## src/rtl/mulu_pkg.sv

```systemverilog
package mulu_pkg;

   typedef enum logic {
      MODE_BYTE = 1'b0,
      MODE_WORD = 1'b1
   } mulu_mode_e;

   function automatic int unsigned mulu_max(input int unsigned a, input int unsigned b);
      return (a > b) ? a : b;
   endfunction

endpackage

```

## src/rtl/mulu_seq.sv

```systemverilog
module mulu_seq #(
   parameter int unsigned BYTE_LAT = 71,
   parameter int unsigned WORD_LAT = 124,
   parameter int unsigned CNT_W    = 7
) (
   input  logic clk,
   input  logic rst_n,
   input  logic start_i,
   input  logic wide_i,
   output logic busy_o,
   output logic accept_o,
   output logic finish_o
);

   logic             busy_q;
   logic [CNT_W-1:0] cnt_q;

   assign accept_o = start_i & ~busy_q;
   assign finish_o = busy_q & (cnt_q == '0);
   assign busy_o   = busy_q;

   always_ff @(posedge clk or negedge rst_n) begin
      if (!rst_n) begin
         busy_q <= 1'b0;
         cnt_q  <= '0;
      end else if (accept_o) begin
         busy_q <= 1'b1;
         cnt_q  <= wide_i ? CNT_W'(WORD_LAT - 1) : CNT_W'(BYTE_LAT - 1);
      end else if (finish_o) begin
         busy_q <= 1'b0;
      end else if (busy_q) begin
         cnt_q  <= cnt_q - 1'b1;
      end
   end

   // an operation in flight never ends early
   p_hold_busy_r5: assert property (@(posedge clk) disable iff (!rst_n)
      (busy_q && cnt_q != '0) |=> busy_q);

   // a start while busy does not reload the counter
   p_ignore_start_r7: assert property (@(posedge clk) disable iff (!rst_n)
      (busy_q && start_i && cnt_q != '0) |=> (cnt_q == $past(cnt_q) - 1'b1));

endmodule

```

## src/rtl/mulu_shadd.sv

```systemverilog
module mulu_shadd #(
   parameter int unsigned ACC_W = 16
) (
   input  logic               clk,
   input  logic               rst_n,
   input  logic               load_i,
   input  logic               step_i,
   input  logic               wide_i,
   input  logic [ACC_W-1:0]   acc_i,
   input  logic [ACC_W-1:0]   opnd_i,
   output logic [2*ACC_W-1:0] prod_o
);

   localparam int unsigned HALF_W = ACC_W / 2;
   localparam int unsigned PROD_W = 2 * ACC_W;

   logic [PROD_W-1:0] mcand_q;
   logic [PROD_W-1:0] prod_q;
   logic [ACC_W-1:0]  mplier_q;
   logic [PROD_W-1:0] mcand_ld;
   logic [ACC_W-1:0]  mplier_ld;

   always_comb begin
      if (wide_i) begin
         mcand_ld  = PROD_W'(acc_i);
         mplier_ld = opnd_i;
      end else begin
         mcand_ld  = PROD_W'(acc_i[HALF_W-1:0]);
         mplier_ld = ACC_W'(opnd_i[HALF_W-1:0]);
      end
   end

   always_ff @(posedge clk or negedge rst_n) begin
      if (!rst_n) begin
         mcand_q  <= '0;
         mplier_q <= '0;
         prod_q   <= '0;
      end else if (load_i) begin
         mcand_q  <= mcand_ld;
         mplier_q <= mplier_ld;
         prod_q   <= '0;
      end else if (step_i) begin
         if (mplier_q[0]) prod_q <= prod_q + mcand_q;
         mcand_q  <= mcand_q << 1;
         mplier_q <= mplier_q >> 1;
      end
   end

   assign prod_o = prod_q;

   // once the multiplier is drained, padding cycles leave the product alone
   p_pad_quiet_r3: assert property (@(posedge clk) disable iff (!rst_n)
      (step_i && !load_i && mplier_q == '0) |=> $stable(prod_q));

endmodule

```

## src/rtl/mulu_acc.sv

```systemverilog
module mulu_acc #(
   parameter int unsigned ACC_W    = 16,
   parameter int unsigned BYTE_LAT = 71,
   parameter int unsigned WORD_LAT = 124
) (
   input  logic             clk,
   input  logic             rst_n,
   input  logic             start_i,
   input  logic             wide_i,
   input  logic [ACC_W-1:0] acc_i,
   input  logic [ACC_W-1:0] opnd_i,
   output logic [ACC_W-1:0] res_hi_o,
   output logic [ACC_W-1:0] res_lo_o,
   output logic             cf_o,
   output logic             of_o,
   output logic             done_o
);
   import mulu_pkg::*;

   localparam int unsigned HALF_W = ACC_W / 2;
   localparam int unsigned PROD_W = 2 * ACC_W;
   localparam int unsigned CNT_W  = $clog2(mulu_max(BYTE_LAT, WORD_LAT) + 1);

   generate
      if (ACC_W % 2 != 0) begin : g_bad_width
         $error("mulu_acc: ACC_W must be even");
      end
      if (BYTE_LAT <= HALF_W) begin : g_bad_byte_lat
         $error("mulu_acc: BYTE_LAT must exceed the byte multiplier width");
      end
      if (WORD_LAT <= ACC_W) begin : g_bad_word_lat
         $error("mulu_acc: WORD_LAT must exceed the word multiplier width");
      end
   endgenerate

   logic              busy;
   logic              accept;
   logic              finish;
   logic [PROD_W-1:0] prod;
   mulu_mode_e        mode_q;
   logic [ACC_W-1:0]  hi_q;
   logic [ACC_W-1:0]  lo_q;
   logic              cf_q;
   logic              of_q;

   mulu_seq #(
      .BYTE_LAT (BYTE_LAT),
      .WORD_LAT (WORD_LAT),
      .CNT_W    (CNT_W)
   ) u_seq (
      .clk      (clk),
      .rst_n    (rst_n),
      .start_i  (start_i),
      .wide_i   (wide_i),
      .busy_o   (busy),
      .accept_o (accept),
      .finish_o (finish)
   );

   mulu_shadd #(
      .ACC_W (ACC_W)
   ) u_dp (
      .clk    (clk),
      .rst_n  (rst_n),
      .load_i (accept),
      .step_i (busy),
      .wide_i (wide_i),
      .acc_i  (acc_i),
      .opnd_i (opnd_i),
      .prod_o (prod)
   );

   always_ff @(posedge clk or negedge rst_n) begin
      if (!rst_n) begin
         mode_q <= MODE_BYTE;
         hi_q   <= '0;
         lo_q   <= '0;
         cf_q   <= 1'b0;
         of_q   <= 1'b0;
      end else begin
         if (accept) mode_q <= wide_i ? MODE_WORD : MODE_BYTE;
         if (finish) begin
            lo_q <= prod[ACC_W-1:0];
            if (mode_q == MODE_WORD) begin
               hi_q <= prod[PROD_W-1:ACC_W];
               cf_q <= |prod[PROD_W-1:ACC_W];
               of_q <= |prod[PROD_W-1:ACC_W];
            end else begin
               hi_q <= '0;
               cf_q <= |prod[ACC_W-1:HALF_W];
               of_q <= |prod[ACC_W-1:HALF_W];
            end
         end
      end
   end

   assign res_hi_o = hi_q;
   assign res_lo_o = lo_q;
   assign cf_o     = cf_q;
   assign of_o     = of_q;
   assign done_o   = ~busy;

   // an accepted start drops done on the next cycle
   p_done_falls_r5: assert property (@(posedge clk) disable iff (!rst_n)
      (start_i && done_o) |=> !done_o);

   // outputs frozen while the unit is busy
   p_hold_result_r8: assert property (@(posedge clk) disable iff (!rst_n)
      !done_o |-> ($stable(res_lo_o) && $stable(res_hi_o) && $stable(cf_o) && $stable(of_o)));

   // byte results leave the high half clear
   p_byte_hi_zero_r2: assert property (@(posedge clk) disable iff (!rst_n)
      (done_o && mode_q == MODE_BYTE) |-> res_hi_o == '0);

   // word-mode flags track the high half
   p_word_flags_r4: assert property (@(posedge clk) disable iff (!rst_n)
      (done_o && mode_q == MODE_WORD) |-> (cf_o == (res_hi_o != '0) && of_o == cf_o));

   // byte-mode flags track the upper byte of the low half
   p_byte_flags_r4: assert property (@(posedge clk) disable iff (!rst_n)
      (done_o && mode_q == MODE_BYTE) |-> (cf_o == (res_lo_o[ACC_W-1:HALF_W] != '0) && of_o == cf_o));

endmodule

```

## config.mk

```make
export PLATFORM = sky130hd
export DESIGN_NAME = mulu_acc
export DESIGN_NICKNAME = d
export VERILOG_FILES = /design/src/rtl/mulu_pkg.sv /design/src/rtl/mulu_seq.sv /design/src/rtl/mulu_shadd.sv /design/src/rtl/mulu_acc.sv
export SDC_FILE = /design/constraint.sdc
export NUM_CORES = 1
export LEC_CHECK = 0
export BUFFER_PORTS_ARGS = -buffer_cell sky130_fd_sc_hd__buf_2
export CORE_ASPECT_RATIO = 1.2
export CORE_MARGIN = 2
export CORE_UTILIZATION = 41
export CTS_CLUSTER_DIAMETER = 100
export CTS_CLUSTER_SIZE = 14
export DETAILED_ROUTE_END_ITERATION = 12
export PLACE_DENSITY = 0.71
export SLEW_MARGIN = 15
export SYNTH_ARGS = -nofsm -noshare
export SYNTH_HDL_FRONTEND = slang
export SYNTH_SLANG_ARGS = --single-unit
```

## constraint.sdc

```tcl
create_clock -name clk -period 3.3 [get_ports clk]
set_input_delay 0.66 -clock clk [delete_from_list [all_inputs] [get_ports clk]]
set_output_delay 0.66 -clock clk [all_outputs]
set_load 0.1 [all_outputs]
```

After elaboration in Yosys (flattened, before gate mapping). Cells that the tools add are included.

Flip-flop bits (word level): 122. Input bits: 36.

Equal/unequal tests: 1. Multiplexer cells: 18. Bitwise logic cells: 3. Reductions and logical operators: 8. Add/subtract/negate cells: 2.

Operators by type and width (number): $mux 32 (5); $mux 16 (5); $add 32x32->32 (1); $mux 7 (3); $reduce_or 16->1 (1); $reduce_or 8->1 (1); $logic_not 7->1 (1); $sub 7x1->7 const B (1); $mux 6 (1); $reduce_bool 2->1 (3); $mux 1 (4); $reduce_and 2->1 (2); $and 1x1->1 (2); $ne 2x2->1 const B (1); $not 1->1 (1).

Logic depth before layout (Yosys ltp).
Depth in word-level cells: 4. Depth in mapped cells: 11. Depth with buffers taken out: 11.

By module. A second synthesis with hierarchy kept.

Cell total of the unflattened synthesis: 725. Area total of the unflattened synthesis: 6890.4 um2.

By module, submodules not included: mulu_shadd (seq. area each 2001.9 um2, cells each 551, times used 1, area an instance 4956.0 um2); mulu_acc (seq. area each 850.8 um2, cells each 120, times used 1, area an instance 1391.3 um2); mulu_seq (seq. area each 200.2 um2, cells each 54, times used 1, area an instance 543.0 um2).

Worst setup path after synthesis. No wires, ideal clock.

Kind: flip-flop to flip-flop. From: register u_dp.prod_q[0], in the netlist u_dp.prod_o[0]. To: register u_dp.prod_q[24], in the netlist u_dp.prod_o[24]. Arrival: 2301 ps. Data required time: 3154 ps. Cell stages (with the launch flop): 12. Setup slack: 853 ps. Buffers on the path: 0. Clock period less this slack: 2447 ps. Cells stage by stage: dfrtp_1 ha_1 inv_1 fa_1 nor2b_1 o31ai_1 nand2_1 a21o_1 a311o_1 a21oi_1 mux2i_1 o311ai_0.

Longest elaborated chain between the ends: 4.

RTL lines: start, declared (RTL line mulu_shadd.sv:18) `logic [PROD_W-1:0] prod_q;`; start signal, assigned (RTL line mulu_shadd.sv:43) `if (mplier_q[0]) prod_q <= prod_q + mcand_q;`; $add 32x32->32 (RTL line mulu_shadd.sv:43); $mux 32 (RTL line mulu_shadd.sv:43); $mux 32 (RTL line mulu_shadd.sv:42) `end else if (step_i) begin`; $mux 32 (RTL line mulu_shadd.sv:38) `end else if (load_i) begin`.

No other way between the ends. The select of a mux whose other input is x is not followed. A chain may end at the register's enable or synchronous reset.

Worst setup path in the final report. Same ends and word-level chain as after synthesis.

==> flow_summary.json <==
{
  "status": "complete, no violations",
  "start_util_pct": 41.8,
  "drv_slew": 0,
  "rsz0062_at_grt": "false",
  "syn-mean-instance-area_um2": 8.58,
  "firstDrtPassIters": 4,
  "dp_cells": 1032,
  "required_ps": 3570,
  "layout.nets": 908,
  "port-buffer-count": 70,
  "relSlewSlack_pct": 61.0,
  "routed_via_density": 5.29,
  "cts_resized": 0,
  "vias": 5625,
  "final_cells": 1063,
  "power_uw": 7240,
  "postCtsHoldBufs": 0,
  "cts_tree": "done",
  "syn-cell-area_mm2": 0.00674,
  "hold_violations": 0,
  "gr-total-overflow": 0,
  "finalWorstPathRequiredPeriod_ps": 2840,
  "final_cell_mix": "nand2_1 (188), dfrtp_1 (121), o21ai_0 (94)",
  "clk_latency_ps": 420,
  "drive_gt1_share_pct": 13.9,
  "dp_slack_ps": 516,
  "ff2ff_path_depth": 11,
  "worst_setup_path_start_kind": "register",
  "grt_pass1_vias": 5527,
  "core_area_mm2": 0.0161,
  "worstHoldPathType": "input port to asynchronous set/reset pin",
  "syn_nets": 855,
  "synth_edf_count": 0,
  "grt_pass1_wl_um": 27200,
  "clkTransAtPathRegs_ps": 50,
  "endpoint_kind": "register",
  "postSynthCellCount": 786,
  "layout_commonest_cell": "nand2_1",
  "die_w_um": 121,
  "num_rows": 51,
  "die_area_mm2": 0.0175,
  "cts_buffers": 17,
  "diodes": 0,
  "dpl.hpwl_um": 11300,
  "post-cts-setup-buffer-count": 0,
  "synth-seq-area-share_pct": 45.3,
  "wl_per_cell_um": 14.7,
  "path_max_fanout": 4,
  "max-cap-violations": 0,
  "arrival_ps": 3110,
  "first_iter_violations": 306,
  "io_pins": 71,
  "ir_drop_uv": 401,
  "antenna_found_initial": 1,
  "die-height_um": 144,
  "worst_slew_pin_slew_ps": 579,
  "crit_type": "register to register",
  "finClkSkew_ps": 6.69,
  "max_freq_mhz": 352,
  "p_leak_uw": 0.00382,
  "tns_ps": 0,
  "h-tree-depth": 4,
  "layout_setup_ws_ps": 456,
  "powerDensity_mw_per_mm2": 922,
  "synth.ff_latch_count": 122,
  "track_usage_pct": 19.6,
  "drtAntennaViolNets": 0,
  "synthFlopType": "dfrtp_1",
  "synthToLayoutAreaGrowth_pct": 16.4,
  "drc": 0,
  "async_reset_ff_share_pct": 100,
  "finalSetupViolations": 0,
  "clockBufferDepth": 2,
  "grt_start_max_net_pins": 56,
  "final_core_util_pct": 48.6,
  "synth_cell_types": 51,
  "root_buffer": "clkbuf_16",
  "totalWireLength_um": 15600,
  "timing.final.crit_share_pct": 86.2,
  "yosys_warnings": 0,
  "gp_congestion": 0.946,
  "clock_sinks": 122
}
-- power breakdown --
part,leakage (uW),internal [uW],switching (uW)
clock network,0.000273,1140,637
registers,0.00163,1960,417
logic,0.00191,878,2210
total,0.00382,3980,3260
-- final cells by class --
type	count	area (um2)
clock buffer	23	468
multi-input combinational	597	3440
inverter	19	71.3
sequential	122	3050
fill	1614	8300
clock inverter	8	95.1
tap	212	265
timing repair buffer	82	455
-- worst paths after layout --
path	from	to	slack [ps]
max	u_dp.prod_o[0]	u_dp.prod_o[24]	460
min	rst_n	res_lo_o[2]	200
max reg2reg	u_dp.prod_o[0]	u_dp.prod_o[24]	460
min reg2reg	res_hi_o[11]	res_hi_o[11]	460
max in group asynchronous	rst_n	u_seq.busy_o	2270
min in group clk	res_hi_o[11]	res_hi_o[11]	460
-- cell usage after synthesis, drive strengths merged (3+ instances only) --
master / number / share of area, %
nor2b: 18 / 1.7
a21o: 7 / 0.78
or4: 3 / 0.33
mux2i: 20 / 3.0
ha: 32 / 5.9
xor2: 14 / 1.8
o21ai: 97 / 7.2
buf: 5 / 0.35
nand2b: 18 / 1.7
a32o: 3 / 0.45
clkbuf: 43 / 2.4
nand4: 6 / 0.56
a31oi: 19 / 1.8
a21oi: 43 / 3.2
xnor2: 13 / 1.7
nand3: 29 / 2.2
nor3: 9 / 0.67
o21a: 4 / 0.45
nand2: 188 / 10
nor2: 31 / 1.7
nor4: 4 / 0.37
a211oi: 5 / 0.56
a22o: 3 / 0.39
inv: 19 / 1.1
dfrtp: 122 / 45
-- state kept, by name (all words and copies together) (netlist names) --
signal / cells
mode_q: 1
u_seq.cnt_q: 7
u_dp.prod_o: 32
u_dp.mplier_q: 16
of_o: 1
u_seq.busy_o: 1
res_hi_o: 16
u_dp.mcand_q: 32
res_lo_o: 16
-- kinds of logic after synthesis --
family | Yosys count | synth area share [%]
buffers and inverters | 67 | 3.80
multiplexers | 20 | 2.97
AND/OR/NAND/NOR | 316 | 20.6
AO/OA/AOI/OAI | 201 | 17.6
flip-flops | 122 | 45.3
XOR/XNOR | 27 | 3.51
adder cells (fa/ha/maj) | 33 | 6.23
-- stage by stage --
step / instance area [um2] / hold WS [ps]
2_1_floorplan: 6740 / 364
3_5_place_dp: 7290 / 450
5_1_grt: 7850 / 238
4_1_cts: 7850 / 213
6_report: 7850 / 199
3_3_place_gp: 7290 / 447
-- worst max-delay path: stages, from the launching register on --
cell and delay, ps:
dfrtp_1 390, ha_1 240, inv_1 70, fa_1 200, nor2b_1 70, o31ai_1 490
nand2_1 140, a21o_1 240, a311o_1 320, a21oi_1 180, mux2i_1 200, o311ai_0 150
-- layer usage --
layer | vias to the layer above | routed length, um | track usage (%)
met5 | - | 13 | 0
met4 | 2 | 243 | 7.47
met3 | 21 | 616 | 3.75
met2 | 108 | 7550 | 32.5
met1 | 2661 | 7200 | 25.3
li1 | 2833 | - | -
No activity file was read; power rests on OpenSTA's default activity.
